`config.mk`:
```
export PLATFORM = sky130hd
export DESIGN_NAME = tri_pwm_gate_seq
export DESIGN_NICKNAME = d
export VERILOG_FILES = /design/src/rtl/tpg_pkg.sv /design/src/rtl/tpg_control.sv /design/src/rtl/tpg_datapath.sv /design/src/rtl/tri_pwm_gate_seq.sv
export SDC_FILE = /design/constraint.sdc
export NUM_CORES = 1
export LEC_CHECK = 0
export CORE_MARGIN = 4
export CORE_UTILIZATION = 30
export DETAILED_ROUTE_END_ITERATION = 8
export DONT_BUFFER_PORTS = 1
export MAX_ROUTING_LAYER = met4
export PLACE_DENSITY = 0.48
export SLEW_MARGIN = 30
export SYNTH_ARGS = -nofsm -noshare
export SYNTH_HDL_FRONTEND = slang
export SYNTH_SLANG_ARGS = --single-unit
```
`constraint.sdc`:
```
create_clock -name clk -period 2.48 [get_ports clk]
set_clock_uncertainty 0.1 [all_clocks]
set_input_delay 0.248 -clock clk [delete_from_list [all_inputs] [get_ports clk]]
set_output_delay 0.248 -clock clk [all_outputs]
set_load 0.02 [all_outputs]
```
`src/rtl/tpg_pkg.sv`:
```
package tpg_pkg;

  // Diode-emulation sequence state while the command is mid-level.
  typedef enum logic [1:0] {
    DE_IDLE    = 2'd0,
    DE_CONDUCT = 2'd1,
    DE_DONE    = 2'd2
  } deState_t;

  // Strobes from control to the gate datapath.
  typedef struct packed {
    logic reqHs;
    logic reqLs;
  } gateReq_t;

  localparam logic [1:0] CMD_LOW  = 2'b00;
  localparam logic [1:0] CMD_HIGH = 2'b01;

endpackage

```
`src/rtl/tpg_control.sv`:
```
module tpg_control
  import tpg_pkg::*;
#(
  parameter int SEL_WINDOW     = 4,
  parameter int BLANK_CYCLES   = 8,
  parameter int TIMEOUT_CYCLES = 1400
) (
  input  logic       clk,
  input  logic       supplyOk,
  input  logic [1:0] pwmCmd,
  input  logic       brakeN,
  input  logic       zeroCross,
  input  logic       lsGateFb,
  output logic       modeDiode,
  output gateReq_t   gateReq
);

  localparam int SEL_W   = $clog2(SEL_WINDOW + 1);
  localparam int BLANK_W = $clog2(BLANK_CYCLES + 1);
  localparam int TO_W    = $clog2(TIMEOUT_CYCLES + 1);

  logic [SEL_W-1:0]   selCnt;
  logic [BLANK_W-1:0] blankCnt;
  logic [TO_W-1:0]    toCnt;
  deState_t           deState;
  logic               modeReg;
  logic               isMid;
  logic               selOpen;
  logic               blankDone;
  logic               toExpired;

  assign isMid     = pwmCmd[1];
  assign selOpen   = (selCnt != SEL_W'(SEL_WINDOW));
  assign blankDone = (blankCnt == BLANK_W'(BLANK_CYCLES));
  assign toExpired = (toCnt == TO_W'(TIMEOUT_CYCLES));
  assign modeDiode = modeReg;

  // Power-up mode selection: sticky until supply-ok drops.
  always_ff @(posedge clk) begin
    if (!supplyOk) begin
      selCnt  <= '0;
      modeReg <= 1'b0;
    end else begin
      if (selOpen) begin
        selCnt <= selCnt + 1'b1;
        if (!brakeN) modeReg <= 1'b1;
      end
    end
  end

  // Blanking counter: cycles since the low-side gate turned on.
  always_ff @(posedge clk) begin
    if (!supplyOk || !lsGateFb) begin
      blankCnt <= '0;
    end else if (!blankDone) begin
      blankCnt <= blankCnt + 1'b1;
    end
  end

  // Diode-emulation sequencer.
  always_ff @(posedge clk) begin
    if (!supplyOk || !isMid || !modeReg) begin
      deState <= DE_IDLE;
      toCnt   <= '0;
    end else begin
      unique case (deState)
        DE_IDLE: begin
          deState <= DE_CONDUCT;
          toCnt   <= '0;
        end
        DE_CONDUCT: begin
          if ((zeroCross && blankDone) || toExpired) begin
            deState <= DE_DONE;
          end else begin
            toCnt <= toCnt + 1'b1;
          end
        end
        default: deState <= DE_DONE;
      endcase
    end
  end

  // Request decode.
  always_comb begin
    gateReq = '0;
    if (brakeN) begin
      if (pwmCmd == CMD_HIGH) begin
        gateReq.reqHs = 1'b1;
      end else if (pwmCmd == CMD_LOW) begin
        gateReq.reqLs = 1'b1;
      end else if (modeReg && (deState != DE_DONE)) begin
        gateReq.reqLs = 1'b1;
      end
    end
  end


  mode_sticky_chk: assert property (@(posedge clk) disable iff (!supplyOk)
    ($past(modeReg) && $past(supplyOk)) |-> modeReg);


  timeout_bound_chk: assert property (@(posedge clk) disable iff (!supplyOk)
    (deState == DE_CONDUCT && toExpired && isMid && modeReg) |=> (deState == DE_DONE));


  blank_respect_chk: assert property (@(posedge clk) disable iff (!supplyOk)
    (deState == DE_CONDUCT && isMid && modeReg && !lsGateFb) |=> (deState != DE_DONE) || !isMid || toExpired || $past(toExpired));

endmodule

```
`src/rtl/tpg_datapath.sv`:
```
module tpg_datapath
  import tpg_pkg::*;
#(
  parameter int DEAD_CYCLES = 3
) (
  input  logic     clk,
  input  logic     supplyOk,
  input  gateReq_t gateReq,
  output logic     hsGate,
  output logic     lsGate
);

  localparam int DEAD_W = $clog2(DEAD_CYCLES + 1);

  logic [DEAD_W-1:0] deadCnt;
  logic              bothOff;
  logic              deadDone;

  assign bothOff  = !hsGate && !lsGate;
  assign deadDone = (deadCnt == DEAD_W'(DEAD_CYCLES));

  always_ff @(posedge clk) begin
    if (!supplyOk || !bothOff) begin
      deadCnt <= '0;
    end else if (!deadDone) begin
      deadCnt <= deadCnt + 1'b1;
    end
  end

  always_ff @(posedge clk) begin
    if (!supplyOk) begin
      hsGate <= 1'b0;
      lsGate <= 1'b0;
    end else begin
      hsGate <= gateReq.reqHs && (hsGate || (bothOff && deadDone));
      lsGate <= gateReq.reqLs && !gateReq.reqHs && (lsGate || (bothOff && deadDone));
    end
  end


  no_overlap_chk: assert property (@(posedge clk) disable iff (!supplyOk)
    !(hsGate && lsGate));


  hs_gap_chk: assert property (@(posedge clk) disable iff (!supplyOk)
    $rose(hsGate) |-> $past(!lsGate));


  req_drop_chk: assert property (@(posedge clk) disable iff (!supplyOk)
    !gateReq.reqHs |=> !hsGate);

endmodule

```
`src/rtl/tri_pwm_gate_seq.sv`:
```
module tri_pwm_gate_seq
  import tpg_pkg::*;
#(
  parameter int SEL_WINDOW     = 4,
  parameter int BLANK_CYCLES   = 8,
  parameter int TIMEOUT_CYCLES = 1400,
  parameter int DEAD_CYCLES    = 3
) (
  input  logic       clk,
  input  logic       supplyOk,
  input  logic [1:0] pwmCmd,
  input  logic       brakeN,
  input  logic       zeroCross,
  output logic       hsGate,
  output logic       lsGate,
  output logic       modeDiode
);

  gateReq_t gateReq;

  tpg_control #(
    .SEL_WINDOW    (SEL_WINDOW),
    .BLANK_CYCLES  (BLANK_CYCLES),
    .TIMEOUT_CYCLES(TIMEOUT_CYCLES)
  ) u_control (
    .clk      (clk),
    .supplyOk (supplyOk),
    .pwmCmd   (pwmCmd),
    .brakeN   (brakeN),
    .zeroCross(zeroCross),
    .lsGateFb (lsGate),
    .modeDiode(modeDiode),
    .gateReq  (gateReq)
  );

  tpg_datapath #(
    .DEAD_CYCLES(DEAD_CYCLES)
  ) u_datapath (
    .clk     (clk),
    .supplyOk(supplyOk),
    .gateReq (gateReq),
    .hsGate  (hsGate),
    .lsGate  (lsGate)
  );


  brake_off_chk: assert property (@(posedge clk) disable iff (!supplyOk)
    !brakeN |=> (!hsGate && !lsGate));


  mid_hs_off_chk: assert property (@(posedge clk) disable iff (!supplyOk)
    pwmCmd[1] |=> !hsGate);


  brake_mode_mid_chk: assert property (@(posedge clk) disable iff (!supplyOk)
    (pwmCmd[1] && !modeDiode) |=> !lsGate);

endmodule

```
==> results of run 1 <==
## power by group through the flow
| stage | combinational [mW] | sequential [mW] | clock, mW |
|---|---|---|---|
| 2_1_floorplan | 0.0541 | 0.440 | 0 |
| 3_3_place_gp | 0.0577 | 0.444 | 0 |
| 3_5_place_dp | 0.0627 | 0.445 | 0 |
| 4_1_cts | 0.0657 | 0.435 | 0.253 |
| 5_1_grt | 0.0765 | 0.438 | 0.275 |
| 6_report | 0.0643 | 0.435 | 0.247 |
## area by class of cell
class / instances / share of cell area (%)
multi-input combinational: 110 / 51.7
sequential: 25 / 36.1
tap: 50 / 4.51
clock buffer: 4 / 3.25
inverter: 11 / 2.98
timing repair buffer: 2 / 1.44
## cell usage in the layout, fill, tap and decap left out, types with 4 or more instances in the layout
cell     instances
ha_1             7
nand2_1         11
dfxtp_1         25
nor2_1          13
inv_1           11
or3_1            4
o21ai_0          8
nand3_1         10
a21oi_1         11
a31oi_1          5
## kinds of logic after synthesis
group | after synthesis
simple gates | 59
compound gates | 36
flops | 25
buf+inv | 14
fa+ha+maj | 7
xor+xnor | 5
mux | 3
## worst max-delay path by stage
stage	slack [ps]	depth (start not counted)	startpoint	end
floorplan	630	6	u_control.blankCnt[0]$_SDFFE_PP0P_	u_control.toCnt[5]$_SDFFE_PP0P_
global placement	540	6	u_control.blankCnt[0]$_SDFFE_PP0P_	u_control.toCnt[5]$_SDFFE_PP0P_
detailed placement	520	6	u_control.blankCnt[0]$_SDFFE_PP0P_	u_control.toCnt[5]$_SDFFE_PP0P_
CTS	500	6	u_control.blankCnt[0]$_SDFFE_PP0P_	u_control.toCnt[5]$_SDFFE_PP0P_
global route	340	6	u_control.blankCnt[0]$_SDFFE_PP0P_	u_control.toCnt[5]$_SDFFE_PP0P_
finish	490	6	u_control.blankCnt[0]$_SDFFE_PP0P_	u_control.toCnt[9]$_SDFFE_PP0P_
## sequential cells by signal, summed over array words and instances, names as in the netlist
signal and flops:
u_control.blankCnt 4, u_control.deState 2, u_control.modeDiode 1, u_control.selCnt 3, u_control.toCnt 11, u_datapath.deadCnt 2
u_datapath.hsGate 1, u_datapath.lsGate 1
## per-stage QoR
step	cell area (sq um)	worst slack (ps)
finish	1390	489
global route	1390	344
CTS	1390	495
detailed placement	1320	516
global placement	1320	535
floorplan	1280	633
## layer usage
layer,GRT usage (%),vias to the layer above,share of wire [%]
li1,-,548,-
met1,13.8,514,48
met2,17.7,16,48
met3,1.78,5,2.5
met4,5.23,0,1.6
met5,-,-,0
## worst max-delay path: stages, from the launching register on
cell,delay [ps]
dfxtp_1,400
inv_1,60
ha_1,220
and4b_1,230
or3_1,430
or3_1,320
a21oi_1,150
==> summary.txt, run 1 <==
Pwr
  – Logic gate share of total power: 8.6%
  – Sequential Power Share: 58.3%
  – NetSw: 0.183 mW
  – P_leak: 0.481 nW
  – Switching Share: 24.5%
  – Power share of the clock group: 33.1%
  – Peak VDD IR: 0.344 mV
  – PwrDens: 539 nW/um^2
  – Total Power: 0.747 mW
  – Pint: roughly 0.56 mW

Global routing
  – Vias in the first global route: 1,030
  – Pin count of the biggest net entering global routing: 15
  – Initial antenna violation count: 0
  – All-Layer GR Usage: 11.1%
  – Congestion Overflow GR: 0
  – First-pass GRT wire length: between 4000 and 5000 um

Layout
  – FILL cells: 424
  – Nets: ~170
  – Area growth from synthesis to layout: 8.31%
  – Share of cells above drive strength 1: under 10%
  – Area of the multi-input gates: 717 sq um
  – ANT cells: 0
  – Final cell count without fillers: 202
  – Register area: 500 sq um
  – Finished Core Util: 34.2%

Yosys
  – Synth Warn #: 0
  – Top cells by count, synth: dfxtp_1, nor2_1, a21oi_1, inv_1, nand2_1
  – Yosys cell types: between 40 and 50
  – Fraction of the yosys area taken by sequential cells: 39.1%
  – Post-Synth Simple-Gate Area: 26.0%
  – Main combinational cell family by area after synthesis: simple AND/OR/NAND/NOR gates
  – Mux cell area share after synthesis: roughly 2.4%
  – Compound-Gate Fraction of Synth Area: 17.3%
  – Area leader, netlist: dfxtp_1
  – Most frequent cell after synthesis: dfxtp_1
  – Syn_area_per_cell: 8.59 sq um
  – Top cells by area, synth: dfxtp_1, ha_1, a21oi_1
  – Xor and xnor area share after synthesis: roughly 3.4%
  – Yosys reg bits: 25
  – EDFF count, synth: 0
  – Cell area after synthesis: 1280 sq um
  – Synth Net Count: 162
  – Async set-reset flop share out of synthesis: 0%
  – Adder-cell share of the synthesized area: 6.84%
  – Main synth FF type: dfxtp_1
  – Synth top area share: 39.1%
  – Cells after Synth: between 100 and 150

Placement
  – Placed cells: 196
  – DPL Wire Length: around 2000 um
  – Port bufs: 0
  – Gpl congestion: 0.909

Timing
  – Setup TNS Final: 0 ps
  – Peak Freq: between 500 and 600 MHz
  – Period minus WS final: between 1500 and 2000 ps
  – Crit share post-route: ~80%
  – Final Hold Viols: 0
  – Slew headroom: 59.0%
  – Max-slew violations: 0
  – RSZ-0062 raised after global routing: false
  – Min Hold Slack: 15.8 ps
  – Worst Tran Pin Value: 612 ps
  – Final Setup Violations: 0

Critical path
  – R2R Setup Slk: around 490 ps
  – Reg2reg end: u_control.toCnt[9]$_SDFFE_PP0P_
  – CP Data Required Time: 2570 ps
  – Kind of critical path: flop to flop
  – R2R depth: 6
  – Crit end category: flop
  – R2r startpoint: u_control.blankCnt[0]$_SDFFE_PP0P_
  – Worst EP arrival: 2080 ps
  – Max Fanout on Critical Path: 4
  – CP startpoint kind: flop

Floorplanning
  – Die ar.: 5380 sq um
  – Initial cell density of the core: 31.5%
  – Die X: 73.3 um
  – Die Height: 73.3 um
  – CORE AREA: 4060 sq um
  – # IOs: 9
  – Row count: 23

Detailed routing
  – Initial DRC count: 86
  – Routed wire length: 2700 um
  – Routed Antenna Nets: 0
  – Vias per cell: ~5.4
  – DRT Pass-1 Iters: 4
  – Vias: 1,083
  – WL/cell: 13.4 um
  – DRC: 0

Clock network
  – Cts repair resizes: 0
  – Clock Latency Late Sink: 270 ps
  – CTS tree: done
  – Clock H-tree levels: 1
  – Post-CTS Setup Inserts: 0
  – Total CTS buffers: 3
  – Max clock buf depth: 2
  – Clk slew on worst S/H paths: 90 ps
  – Clock Sinks: 25
  – Clock Tree Root: clkbuf_8
  – Cts hold-fix bufs: 2

Flow run
  – Max-cap violations: 0

Min path
  – Hold Path Stages: 2
  – Hold Crit Class: primary input to flop
  – Hold Path End: u_control.selCnt[2]$_SDFFE_PN0P_
  – Worst hold start: supplyOk

Run status
  – Status: finished, final reports clean
No activity file was read; power rests on OpenSTA's default activity.
==> inputs of run 2 (changes only) <==
==> constraint.sdc (replaced) <==
create_clock -name clk -period 2 [get_ports clk]
set_clock_uncertainty 0.1 [all_clocks]
set_input_delay 0.2 -clock clk [delete_from_list [all_inputs] [get_ports clk]]
set_output_delay 0.2 -clock clk [all_outputs]
set_load 0.02 [all_outputs]
==> run 2 against run 1 <==
Compared with the run above: combinational power grew 37%; first-iteration DRC count grew 7.0%; clock power grew 33%; power grew 28%; sequential power grew 24%; register-to-register slack lost 380 ps; wire length grew 4.7%; die area is the same; highest routed layer unchanged.
==> summary.txt, run 2 (synthesis results as in run 1) <==
Run status
  – Status: finished, final reports clean

Min path
  – Hold Path Stages: 2 (unchanged)
  – Worst hold start: pwmCmd[1]
  – Hold Crit Class: primary input to flop
  – Hold Path End: u_datapath.hsGate$_SDFF_PN0_

Timing
  – RSZ-0062 raised after global routing: false
  – Setup TNS Final: 0 ps (unchanged)
  – Slack of the critical path: 106 ps (-383 ps)
  – Slew headroom: 76.6% (+18 points)
  – Final Setup Violations: 0 (unchanged)
  – Peak Freq: 528 MHz (+5.1%)
  – Max-slew violations: 0 (unchanged)
  – Crit share post-route: 94.7% (+14 points)
  – Final Hold Viols: 0 (unchanged)
  – Period minus WS final: 1890 ps (-96.9 ps)
  – Worst Tran Pin Value: 342 ps (-270 ps)
  – Min Hold Slack: 13.1 ps (-2.74 ps)

Global routing
  – First-pass GRT wire length: 4850 um (+5.5%)
  – Congestion Overflow GR: 0 (unchanged)
  – All-Layer GR Usage: 11.8% (+0.69 points)
  – Initial antenna violation count: 0 (unchanged)
  – Pin count of the biggest net entering global routing: 17 (+2)
  – Vias in the first global route: 1,078 (+4.7%)

Critical path
  – R2R Setup Slk: 110 ps (-380 ps)
  – R2R depth: 6 (unchanged)
  – Crit end category: flop
  – Max Fanout on Critical Path: 4 (unchanged)
  – R2r startpoint: u_control.blankCnt[0]$_SDFFE_PP0P_
  – Reg2reg end: u_control.toCnt[5]$_SDFFE_PP0P_
  – Worst EP arrival: 2010 ps (-70 ps)
  – CP startpoint kind: flop
  – Kind of critical path: flop to flop
  – CP Data Required Time: 2120 ps (-450 ps)

Pwr
  – Total Power: 0.957 mW (+28%)
  – Pint: 0.708 mW (+26%)
  – Peak VDD IR: 0.618 mV (+80%)
  – PwrDens: 643 nW/um^2 (+19%)
  – P_leak: 0.542 nW (+13%)
  – Sequential Power Share: 56.5% (-1.8 points)
  – NetSw: 0.249 mW (+36%)
  – Power share of the clock group: 34.3% (+1.2 points)
  – Switching Share: 26.0% (+1.5 points)
  – Logic gate share of total power: 9.2% (+0.6 points)

Clock network
  – Clock Latency Late Sink: 280 ps (about the same)
  – Clk slew on worst S/H paths: 100 ps (about the same)
  – CTS tree: done
  – Clock H-tree levels: 1 (unchanged)
  – Max clock buf depth: 2 (unchanged)
  – Total CTS buffers: 3 (unchanged)
  – Post-CTS Setup Inserts: 0 (unchanged)
  – Clock Sinks: 25 (unchanged)
  – Clock Tree Root: clkbuf_8

Placement
  – Port bufs: 0 (unchanged)
  – Place WS: 31.4 ps (-485 ps)
  – Gpl congestion: 0.902 (-0.70%)
  – Dpl cell area: 1390 sq um (+5.1%)
  – DPL Wire Length: 2080 um (+5.7%)

Layout
  – Largest Register: u_control.toCnt
  – Top Registers: u_control.toCnt: 11 flops, u_control.blankCnt: 4 flops, u_control.selCnt: 3 flops
  – Area growth from synthesis to layout: 16.2%
  – Area of the multi-input gates: 722 sq um (+0.70%)
  – Commonest non-fill, non-tap cell in the layout: dfxtp_1
  – Nets: 177 (+6.6%)
  – Register area: 504 sq um (+0.75%)
  – ANT cells: 0 (unchanged)
  – FILL cells: 414 (-2.4%)
  – Largest register FFs: 11 (unchanged)
  – Share of cells above drive strength 1: 13.5% (+8.2 points)
  – Most frequent cells in the layout: dfxtp_1, nor2_1, inv_1, nand2_1, a21oi_1
  – Cell area after layout: 1490 sq um (+7.3%)

Detailed routing
  – Vias per cell: 5.30 (-1.2%)
  – Routed wire length: 2830 um (+4.7%)
  – Vias: 1,128 (+4.2%)
  – Routed Antenna Nets: 0 (unchanged)
  – DRC: 0 (unchanged)
  – Initial DRC count: 92 (+7.0%)
  – WL/cell: 13.3 um (-0.67%)
  – DRT Pass-1 Iters: 4 (unchanged)

Floorplanning
  – Die ar.: 5380 sq um (unchanged)
  – Die X: 73.3 um (unchanged)
  – Row count: 23 (unchanged)
  – Initial cell density of the core: 31.5% (unchanged)
  – Die Height: 73.3 um (unchanged)
  – CORE AREA: 4060 sq um (unchanged)
  – # IOs: 9 (unchanged)

Flow run
  – Max-cap violations: 0 (unchanged)
[run 2: metrics by stage]
step | utilization, % | std cells
finish | 36.7 | 213
CTS | 36.4 | 213
global placement | 34.2 | 205
detailed placement | 34.2 | 205
floorplan | - | 149
global route | 36.7 | 213
[run 2: power groups by stage]
| stage | clock network (mW) | registers (mW) | logic (mW) |
|---|---|---|---|
| floorplan | 0 | 0.546 | 0.0670 |
| global placement | 0 | 0.550 | 0.0749 |
| detailed placement | 0 | 0.552 | 0.0819 |
| CTS | 0.339 | 0.541 | 0.0885 |
| global route | 0.365 | 0.545 | 0.101 |
| finish | 0.329 | 0.541 | 0.0878 |
[run 2: final cells by class]
type / instances / share of cell area [%]
clock buffers: 3 / 2.78
clock inverters: 1 / 0.589
inverters: 11 / 2.78
multi-input cells: 110 / 48.5
flip-flops and latches: 25 / 33.9
well taps: 50 / 4.21
repair buffers: 13 / 7.23
[run 2: worst max-delay path, stage by stage, from the launching register on]
cell	delay (ps)
dfxtp_2	380
inv_1	50
ha_1	210
and4b_1	230
or3_4	410
or3_1	310
a31oi_1	150
[run 2: worst max path at each step]
| stage | slack, ps | depth (start not counted) | start | end |
|---|---|---|---|---|
| final | 110 | 6 | u_control.blankCnt[0]$_SDFFE_PP0P_ | u_control.toCnt[5]$_SDFFE_PP0P_ |
| after CTS | 20 | 6 | u_control.blankCnt[0]$_SDFFE_PP0P_ | u_control.toCnt[5]$_SDFFE_PP0P_ |
| after detailed placement | 30 | 6 | u_control.blankCnt[0]$_SDFFE_PP0P_ | u_control.toCnt[5]$_SDFFE_PP0P_ |
| after floorplan | 150 | 6 | u_control.blankCnt[0]$_SDFFE_PP0P_ | u_control.toCnt[5]$_SDFFE_PP0P_ |
| after global routing | 10 | 6 | u_control.blankCnt[0]$_SDFFE_PP0P_ | u_control.toCnt[9]$_SDFFE_PP0P_ |
| after global placement | 90 | 6 | u_control.blankCnt[0]$_SDFFE_PP0P_ | u_control.toCnt[5]$_SDFFE_PP0P_ |
[run 2: repair_timing]
action | in CTS | in global routing
endpoints found under the hold margin | 8 | 0
endpoints found under the setup margin | 0 | 3
resized for setup | 0 | 4
hold buffers | 4 | 0
[run 2: routing by layer]
layer,track usage [%],vias to the layer above,routed length [um]
li1,-,575,-
met1,14.9,518,1310
met2,18.2,28,1350
met3,3.83,7,122
met4,3.42,0,51
met5,-,-,0
